[src/rtl/pagehit_ack.sv]
module pagehit_ack #(
  parameter int ADDR_W    = 24,
  parameter int PAGE_LO   = 9,
  parameter int PAGE_HI   = 21,
  parameter int BASE_WAIT = 2
)(
  input  logic              clk,
  input  logic              rst_n,
  input  logic              as_n,
  input  logic              ram_sel,
  input  logic [ADDR_W-1:0] addr,
  output logic              ack_n
);
  localparam int PAGE_W = PAGE_HI - PAGE_LO + 1;
  localparam int CNT_W  = $clog2(BASE_WAIT + 2);
  localparam logic [CNT_W-1:0] BASE_V = CNT_W'(BASE_WAIT);

  logic [PAGE_W-1:0] tag;
  logic              tag_ok;
  logic              seen;
  logic              busy;
  logic [CNT_W-1:0]  cnt;

  wire [PAGE_W-1:0] page   = addr[PAGE_HI:PAGE_LO];
  wire              hit    = tag_ok && (tag == page);
  wire              start  = !as_n && !seen && ram_sel;
  wire [CNT_W-1:0]  wait_v = hit ? BASE_V : BASE_V + CNT_W'(1);
  wire              unused_addr = ^{addr[PAGE_LO-1:0], addr[ADDR_W-1:PAGE_HI+1]};

  always_ff @(posedge clk) begin
    if (!rst_n) begin
      tag    <= '0;
      tag_ok <= 1'b0;
      seen   <= 1'b0;
      busy   <= 1'b0;
      cnt    <= '0;
      ack_n  <= 1'b1;
    end else if (as_n) begin
      seen  <= 1'b0;
      busy  <= 1'b0;
      cnt   <= '0;
      ack_n <= 1'b1;
    end else begin
      seen <= 1'b1;
      if (start) begin
        tag    <= page;
        tag_ok <= 1'b1;
        busy   <= 1'b1;
        cnt    <= wait_v;
        ack_n  <= (wait_v != '0);
      end else if (busy && cnt != '0) begin
        cnt <= cnt - CNT_W'(1);
        if (cnt == CNT_W'(1)) ack_n <= 1'b0;
      end
    end
  end

  AST_ACK_IN_STROBE: assert property (@(posedge clk) disable iff (!rst_n)
    !ack_n |-> !$past(as_n));
  AST_RELEASE: assert property (@(posedge clk) disable iff (!rst_n)
    as_n |=> ack_n);
  AST_ACK_OWNED: assert property (@(posedge clk) disable iff (!rst_n)
    !ack_n |-> busy);
  AST_TAG_LOAD: assert property (@(posedge clk) disable iff (!rst_n)
    start |=> (tag_ok && tag == $past(page)));
  AST_UNSEL_TAG: assert property (@(posedge clk) disable iff (!rst_n)
    (!as_n && !seen && !ram_sel) |=> $stable(tag));
  AST_CNT_BOUND: assert property (@(posedge clk) disable iff (!rst_n)
    cnt <= CNT_W'(BASE_WAIT + 1));
  AST_ZERO_HIT: assert property (@(posedge clk) disable iff (!rst_n)
    (start && hit && BASE_WAIT == 0) |=> !ack_n);
endmodule

[config.mk]
export PLATFORM = sky130hd
export DESIGN_NAME = pagehit_ack
export DESIGN_NICKNAME = d
export VERILOG_FILES = /design/src/rtl/pagehit_ack.sv
export SDC_FILE = /design/constraint.sdc
export NUM_CORES = 1
export LEC_CHECK = 0
export BUFFER_PORTS_ARGS = -buffer_cell sky130_fd_sc_hd__buf_2
export CAP_MARGIN = 25
export CELL_PAD_IN_SITES_DETAIL_PLACEMENT = 1
export CELL_PAD_IN_SITES_GLOBAL_PLACEMENT = 1
export CORE_MARGIN = 3
export CORE_UTILIZATION = 37
export CTS_BUF_LIST = sky130_fd_sc_hd__clkbuf_4 sky130_fd_sc_hd__clkbuf_8
export DETAILED_ROUTE_END_ITERATION = 8
export GPL_ROUTABILITY_DRIVEN = 0
export MAX_ROUTING_LAYER = met4
export PLACE_DENSITY = 0.89
export SLEW_MARGIN = 0
export SYNTH_ARGS = -nofsm -noshare
export SYNTH_HDL_FRONTEND = slang
export SYNTH_SLANG_ARGS = --single-unit
[constraint.sdc]
create_clock -name clk -period 1.4 [get_ports clk]
set_input_delay 0.07 -clock clk [delete_from_list [all_inputs] [get_ports clk]]
set_output_delay 0.07 -clock clk [all_outputs]
set_load 0.02 [all_outputs]
After elaboration in Yosys (flattened, before gate mapping)
Index checks and enable logic that the tools add are counted.
{"block": "word_totals", "reg_bits": 19, "inputBits": 28, "out_inout_bits": 1, "wordCells": 31}
{"block": "op_classes", "add_sub_neg": 1, "eq_ne": 2, "muxes": 7, "bitwise": 2, "reduce_logical": 13}
{"operator": "$eq 13x13->1", "count": 1}
{"operator": "$reduce_bool 2->1", "count": 4}
{"operator": "$mux 1", "count": 5}
{"operator": "$logic_and 1x1->1", "count": 4}
{"operator": "$mux 2", "count": 2}
{"operator": "$reduce_and 2->1", "count": 2}
{"operator": "$eq 2x1->1 const B", "count": 1}
{"operator": "$logic_not 1->1", "count": 2}
{"operator": "$not 1->1", "count": 2}
{"operator": "$reduce_or 2->1", "count": 1}
{"operator": "$sub 2x1->2 const B", "count": 1}

Logic depth before layout (Yosys ltp)
Gate-level depths: netlist (run 1).
{"block": "depth", "ltp_word": 5, "ltp_mapped": 6, "mapped_depth_nobuf": 6}

Worst setup path before layout (run 1)
OpenSTA, ideal clock, no wires.
{"block": "synth_timing", "path_kind": "register -> register", "from": "register cnt[0]", "to": "register cnt[0]", "setup_time_ns": 0.121, "arrival_ns": 1.047, "required_ns": 1.279, "slack_ns": 0.232, "path_stages_with_launch": 7, "n_path_buf": 0, "synth_period_minus_slack_ns": 1.168, "cell_sequence": "dfxtp_1 > inv_1 > ha_1 > nand2b_1 > xnor2_1 > o21ai_0 > nor2_1"}
{"block": "synth_via", "elab_chain_cells": 3, "word_cells_on_any_way": 6, "cone_classes": "1 x add/sub; 2 x mux; 3 x reduce/logical"}
{"element": "start, declared", "line_no": "22", "text": "logic [CNT_W-1:0] cnt;"}
{"element": "start signal, assigned", "line_no": "49", "text": "cnt <= wait_v;"}
{"element": "start signal, assigned", "line_no": "52", "text": "cnt <= cnt - CNT_W'(1);"}
{"element": "$sub 2x1->2 or $reduce_bool 2->1 (tied branches)", "line_no": "52, 51"}
{"element": "$mux 2 or $logic_and 1x1->1 (tied branches)", "line_no": "51", "text": "end else if (busy && cnt != '0) begin"}
{"element": "$mux 2 or $reduce_bool 2->1 (tied branches)"}
Several ways; a longest one is shown, not always the timed one. The select of a mux whose other input is x is not followed.
A chain may end at the register's enable or synchronous reset.

Worst setup path after layout (run 1)
Same ends and word-level chain as after synthesis.

==> run_results.csv, run 1 <==
group,metric,value,unit
run_status,outcome,"finished clean",
floorplanning,die-area,3030,µm²
routing,via_per_inst,4.77,
routing,drtPass1Iterations,1,
global_routing,grt_pass1_wl,3.01,mm
placed_design,io_buffers,17,
synth,synth.avg_cell_area,8.82,µm²
worst_setup_path,required,1.59,ns
timing,drv_slew,0,
worst_setup_path,cp-startpoint,"cnt[0]",
routing,vias,706,
clock_network,clockBufferDepth,2,
pwr,seq_power_share,58.3,%
cells_and_area,drive_gt1_share,21.7,%
global_routing,antenna_found_initial,0,
global_routing,grt_max_degree,16,
worst_setup_path,cp_max_fo,4,
floorplanning,core_area,2250,µm²
worst_setup_path,arrival,1.44,ns
timing,hold_violations,0,
clock_network,cts_htree_levels,1,
floorplanning,fp.dieW,55.1,µm
synth,syn_nets,131,
cells_and_area,diodes,0,
floorplanning,rows,17,
clock_network,numCtsBuffers,3,
global_routing,grt_overflow,0,
routing,wl_per_cell,11.6,µm
synth,ys_seq_area_share,42.7,%
clock_network,clk_pin_slew,0.11,ns
worst_setup_path,r2r_cells,6,
placed_design,dpl_cell_area,1000,µm²
timing,layout_min_cycle_time,1.25,ns
worst_setup_path,worstSetupEndpointType,"flop",
worst_setup_path,r2r_slack,0.15,ns
worst_hold_path,hold_path.class,"in2reg",
routing,routed_wl,1.72,mm
synth,yosysWarnings,0,
floorplanning,die_h,55.1,µm
clock_network,worstSkewPairLatency,0.29,ns
job,maxCapViolCount,0,
timing,tns,0,ns
clock_network,cts_root_buf,"clkbuf_4",
timing,rsz0062_at_grt,"false",
worst_setup_path,worstSetupStartpointType,"flop",
pwr,ir_drop,0.564,mV
pwr,pwr-share-clk,28.2,%
pwr,leakage,0.375,nW
worst_setup_path,r2r-end,"cnt[0]",
floorplanning,initial_utilization,39.5,%
timing,relSlewSlack,80.8,%
pwr,swShare,25.4,%
routing,drc,0,
pwr,p_comb_share,13.5,%
worst_setup_path,r2r_start,"cnt[0]",
cells_and_area,n_fill_cell,297,
synth,synth_cells,101,
cells_and_area,final_area,1030,µm²
pwr,p_switching,0.252,mW
cells_and_area,area_growth,15.6,%
cells_and_area,fin_nets,151,
placed_design,hpwl,1.40,mm
pwr,powerDensity,963,nW/µm²
timing,fmax,803,MHz
synth,ys_ff_latch,19,
floorplanning,ios,29,
clock_network,holdBufCountCts,0,
pwr,p_int,0.739,mW
synth,synth_area,891,µm²
routing,ant_nets,0,
timing,finalCritPeriodShare,89.0,%
routing,drt_first_iter_violations,0,
worst_setup_path,path_class,"reg2reg",
timing,finClkSkew,0.00617,ns
global_routing,grt_usage,14.4,%
worst_setup_path,crit_path_end,"cnt[0]",
clock_network,cts_tree,"done",
clock_network,cts.sinks,19,
timing,worst_pin_slew,0.287,ns
timing,setup_violations,0,
synth,yosysUniqueCellTypes,22,
global_routing,grt_pass1_vias,740,
-- cells in the final DEF (no fill, tap or decap), drive strengths merged, types with 3 or more instances in the layout --
| master | n |
|---|---|
| nand2 | 26 |
| dfxtp | 19 |
| buf | 19 |
| a21boi | 15 |
| xnor2 | 14 |
| inv | 4 |
| nand4 | 3 |
| clkbuf | 3 |
-- routing by layer --
metal / global-route usage, % / share of wire [%] / wire length (µm) / vias up
met2: 25.6 / 50 / 855 / 10
li1: - / - / - / 369
met1: 15.7 / 45 / 777 / 325
met3: 2.41 / 4.2 / 73 / 2
met4: 6.07 / 0.87 / 15 / 0
met5: - / 0 / 0 / -
-- cell families after synthesis --
group | Yosys count | synth area share (%)
AND/OR/NAND/NOR | 39 | 20.6
buffers and inverters | 8 | 4.49
adder cells (fa/ha/maj) | 2 | 2.81
XOR/XNOR | 14 | 13.8
AO/OA/AOI/OAI | 19 | 15.6
flip-flops | 19 | 42.7
-- Yosys cell counts, drive strengths merged --
cell type | number | area (µm²)
nand2 | 26 | 97.6
dfxtp | 19 | 380
a21boi | 15 | 116
xnor2 | 14 | 123
inv | 4 | 15.0
buf | 3 | 21.3
nand4 | 3 | 18.8
ha | 2 | 25.0
nand2b | 2 | 12.5
nand3 | 2 | 10.0
nor2 | 2 | 7.51
o21ai | 2 | 10.0
a21oi | 1 | 5.00
clkbuf | 1 | 3.75
nor2b | 1 | 6.26
nor3b | 1 | 18.8
nor4 | 1 | 6.26
o21a | 1 | 7.51
or2 | 1 | 6.26
-- repair_timing --
| action | in CTS | in global routing |
|---|---|---|
| buffers inserted | 0 | 0 |
| setup endpoints to repair | 0 | 1 |
| gates resized for setup | 0 | 2 |
-- metrics by stage --
step                      std cells  setup WS (ns)  hold slack (ns)  power [mW]  utilization [%]
after global placement          144          0.165            0.329       0.719             44.4
after detailed placement        144         0.0708            0.340       0.727             44.4
after CTS                       148         0.0553           0.0146        1.00             45.6
final                           148          0.154           0.0154       0.991             45.7
after floorplan                 101          0.232            0.177       0.675                -
after global routing            148         0.0480           0.0219        1.04             45.7
-- critical path: stages (launching register included) --
cell and delay [ns]:
dfxtp_2 0.37, inv_1 0.05, ha_1 0.18, nand2b_1 0.20, xnor2_1 0.15, o21ai_1 0.13, nor2_1 0.06
-- layout make-up --
class	instances	area [µm²]	share of cell area [%]
clock buffer	3	22.5	2.19
clock inverter	1	5.00	0.486
inverter	4	15.0	1.46
multi-input combinational	74	470	45.7
sequential	19	382	37.1
tap	28	35.0	3.40
timing repair buffer	19	100	9.72
-- power by group through the flow --
stage / Sequential [mW] / Combinational [mW] / Clock [mW]
2_1_floorplan: 0.588 / 0.0873 / 0
3_3_place_gp: 0.589 / 0.130 / 0
3_5_place_dp: 0.591 / 0.137 / 0
4_1_cts: 0.578 / 0.137 / 0.286
5_1_grt: 0.582 / 0.152 / 0.305
6_report: 0.578 / 0.134 / 0.279
-- how the worst min path moves through the flow --
| stage | start | end | slack (ns) | cells past startpoint |
|---|---|---|---|---|
| 2_1_floorplan | as_n | seen | 0.18 | 1 |
| 3_3_place_gp | addr[14] | tag[5] | 0.33 | 3 |
| 3_5_place_dp | addr[16] | tag[7] | 0.34 | 3 |
| 4_1_cts | addr[16] | tag[7] | 0.01 | 3 |
| 5_1_grt | addr[13] | tag[4] | 0.02 | 3 |
| 6_report | addr[16] | tag[7] | 0.02 | 3 |
-- registers in the layout, summed over array words and instances (netlist names) --
signal  count
busy        1
seen        1
ack_n       1
tag_ok      1
tag        13
cnt         2
Power figures use the tool's default switching activity.
==> inputs of run 2 (changes only) <==
--- a/config.mk
+++ b/config.mk
@@ -5,12 +5,13 @@
 export SDC_FILE = /design/constraint.sdc
 export NUM_CORES = 1
 export LEC_CHECK = 0
+export ABC_AREA = 1
 export BUFFER_PORTS_ARGS = -buffer_cell sky130_fd_sc_hd__buf_2
 export CAP_MARGIN = 25
 export CELL_PAD_IN_SITES_DETAIL_PLACEMENT = 1
 export CELL_PAD_IN_SITES_GLOBAL_PLACEMENT = 1
 export CORE_MARGIN = 3
-export CORE_UTILIZATION = 37
+export CORE_UTILIZATION = 35
 export CTS_BUF_LIST = sky130_fd_sc_hd__clkbuf_4 sky130_fd_sc_hd__clkbuf_8
 export DETAILED_ROUTE_END_ITERATION = 8
 export GPL_ROUTABILITY_DRIVEN = 0
==> run 2 against run 1 <==
- hold slack improved by 0.040 ns
- die area up 11%
- register-to-register slack worse by 0.02 ns
- power rose by 7.6%
- worst setup slack got worse by 0.061 ns
- maximum frequency shrank 4.6%
- synthesized cell count is 47% higher
- sequential power increased by 2%
- global-route usage grew 1.2 points
- clock skew is 0.0041 ns higher
- area after synthesis increased by 6.3%
- combinational power grew 27%
- critical path type is now in2reg
- largest cell class unchanged
==> run_results.csv, run 2 <==
group,metric,value,unit
run_status,outcome,"finished clean",
cells_and_area,n_fill_cell,350,
global_routing,grt_pass1_wl,3.95,mm
routing,wl_per_cell,11.4,µm
global_routing,grt_max_degree,15,
floorplanning,fp.dieW,58.0,µm
synth,synth.area.mux_share,0,%
worst_setup_path,required,1.61,ns
job,maxCapViolCount,0,
synth,synth_edf_count,0,
cells_and_area,area_growth,15.7,%
floorplanning,die_h,58.0,µm
routing,routed_wl,2.25,mm
cells_and_area,top_regs,"tag: 13 flops, cnt: 2 flops",
global_routing,grt_pass1_vias,967,
synth,ys_seq_area_share,40.2,%
cells_and_area,regMostFlops,"tag",
synth,synth_area_leaders,"dfxtp_1, nand2_1, inv_1, a21oi_1, o21ai_0",
cells_and_area,multi_input_area,429,µm²
placed_design,hpwl,1.76,mm
cells_and_area,layout_common_cells,"nand2_1, inv_1, dfxtp_1",
routing,drt_first_iter_violations,10,
routing,ant_nets,0,
pwr,p_switching,0.296,mW
timing,drv_slew,0,
timing,tns,0,ns
global_routing,grt_overflow,0,
cells_and_area,layoutNonFillerInstCount,198,
floorplanning,initial_utilization,37.5,%
pwr,pwr-share-clk,28.9,%
cells_and_area,diodes,0,
routing,drc,0,
synth,synth_cells,148,
worst_setup_path,crit_path_top_delay_cell,"dlygate4sd3_1",
worst_setup_path,path_class,"in2reg",
pwr,swShare,27.7,%
pwr,powerDensity,973,nW/µm²
synth,synth_top_family_by_area,"simple AND/OR/NAND/NOR gates",
synth,yosysUniqueCellTypes,15,
synth,async_reset_ff_share,0,%
timing,relSlewSlack,81.5,%
synth,synth.avg_cell_area,6.40,µm²
floorplanning,rows,18,
pwr,leakage,0.553,nW
cells_and_area,drive_gt1_share,15.5,%
clock_network,cts_tree,"done",
clock_network,cts_htree_levels,1,
cells_and_area,final_area,1100,µm²
synth,yosysWarnings,0,
clock_network,clk_pin_slew,0.12,ns
timing,finClkSkew,0.0103,ns
cells_and_area,largest_reg_flops,13,
pwr,power,1.07,mW
placed_design,io_buffers,17,
cells_and_area,fin_nets,199,
cells_and_area,final_common_cell,"nand2_1",
routing,vias,929,
synth,ys_ff_latch,19,
global_routing,grt_usage,15.6,%
floorplanning,core_area,2520,µm²
synth,synth_most_common_cell,"nand2_1",
pwr,p_int,0.771,mW
placed_design,dpl.cell_count,193,
floorplanning,ios,29,
synth,synth_area,947,µm²
pwr,ir_drop,0.490,mV
synth,synth_top_area_share,40.2,%
synth,synth_commonest_cells,"nand2_1, inv_1, dfxtp_1",
clock_network,cts_root_buf,"clkbuf_4",
clock_network,worstSkewPairLatency,0.31,ns
global_routing,antenna_found_initial,0,
cells_and_area,regArea,380,µm²
synth,synth_fa_ha_area_share,2.64,%
clock_network,numCtsBuffers,3,
pwr,seq_power_share,55.1,%
routing,via_per_inst,4.69,
worst_setup_path,worstSetupEndpointType,"flop",
cells_and_area,final_util,43.5,%
timing,rsz0062_at_grt,"false",
synth,synthFlopType,"dfxtp_1",
worst_setup_path,path_cells,"dlygate4sd3_1 > buf_2 > nor2_1 > nand2_1 > buf_4 > o21ai_0 > a21oi_1",
synth,synth_compound_area_share,16.4,%
worst_setup_path,cpPeakStageDelay,0.52,ns
worst_setup_path,arrival,1.51,ns
floorplanning,die-area,3370,µm²
timing,finalCritPeriodShare,93.3,%
synth,yosys.area.top_type,"dfxtp_1",
synth,yosys.area_share.simple,25.1,%
routing,drtPass1Iterations,5,
timing,hold_violations,0,
synth,syn_nets,178,
clock_network,clockBufferDepth,2,
worst_hold_path,hold_path.class,"in2reg",
timing,layout_min_cycle_time,1.31,ns
synth,synth_xor_area_share,0.925,%
pwr,p_comb_share,16.0,%
worst_setup_path,worstSetupStartpointType,"input pin",
clock_network,cts.sinks,19,
timing,fmax,765,MHz
timing,worst_pin_slew,0.277,ns
timing,setup_violations,0,
placed_design,dpl_cell_area,1050,µm²
worst_setup_path,cp_max_fo,14,
-- run 2: cell count changes in the layout (fill, tap and decap cells not counted), moves of 3 or more --
cell,delta
nand4_1,-3
inv_1,+24
a21boi_0,-5
nand2_1,+17
a21boi_1,-9
a21oi_1,+15
nor2_1,+13
xnor2_1,-13
o21ai_0,+13
-- run 2: cell families after synthesis --
group           count (synthesis)
fa+ha+maj                       2
buf+inv                        33
xor+xnor                        1
simple gates                   62
flops                          19
compound gates                 31
-- run 2: cell type report --
type                    count  area share (%)
multi-input cells          96            39.2
inverters                  29            9.93
well taps                  30            3.42
flip-flops and latches     19            34.7
repair buffers             20            10.0
clock buffers               4            2.74
-- run 2: power groups by stage --
stage               clock network [mW]  registers (mW)  logic, mW
CTS                              0.315           0.588      0.173
global route                     0.336           0.593      0.197
detailed placement                   0           0.601      0.167
finish                           0.308           0.588      0.170
floorplan                            0           0.597      0.111
global placement                     0           0.598      0.155
-- run 2: repair_timing --
item	in CTS	in global routing
hold buffers	1	0
endpoints found under the hold margin	1	0
buffers inserted	0	0
resized for setup	0	1
setup endpoints to repair	0	1
-- run 2: worst paths after layout --
path                                from  endpoint  slack [ns]  cells past startpoint
worst max-delay path                as_n    tag[4]        0.09                      7
worst min-delay path            addr[19]   tag[10]        0.05                      3
worst max register to register    cnt[0]    cnt[0]        0.13                      7
worst min register to register     ack_n     ack_n        0.47                      2
-- run 2: routing by layer --
metal | vias to the layer above | GRT usage (%) | part of all wire [%]
met2 | 14 | 27.3 | 50
met4 | 0 | 5.96 | 1.6
met5 | - | - | 0
li1 | 486 | - | -
met1 | 424 | 18.1 | 45
met3 | 5 | 2.00 | 3.5
-- run 2: per-stage QoR --
step / setup WS (ns) / hold WS (ns)
floorplan: 0.311 / 0.174
global placement: 0.241 / 0.302
detailed placement: 0.132 / 0.298
CTS: 0.0459 / 0.0488
global route: 0.00585 / 0.0781
finish: 0.0934 / 0.0549
-- run 2: worst max-delay path, delay by kind of cell --
kind	cells	cell delay, ns
AOI/OAI and AO/OA	2	0.25
buffers and inverters	3	0.90
and+or+nand+nor	2	0.28
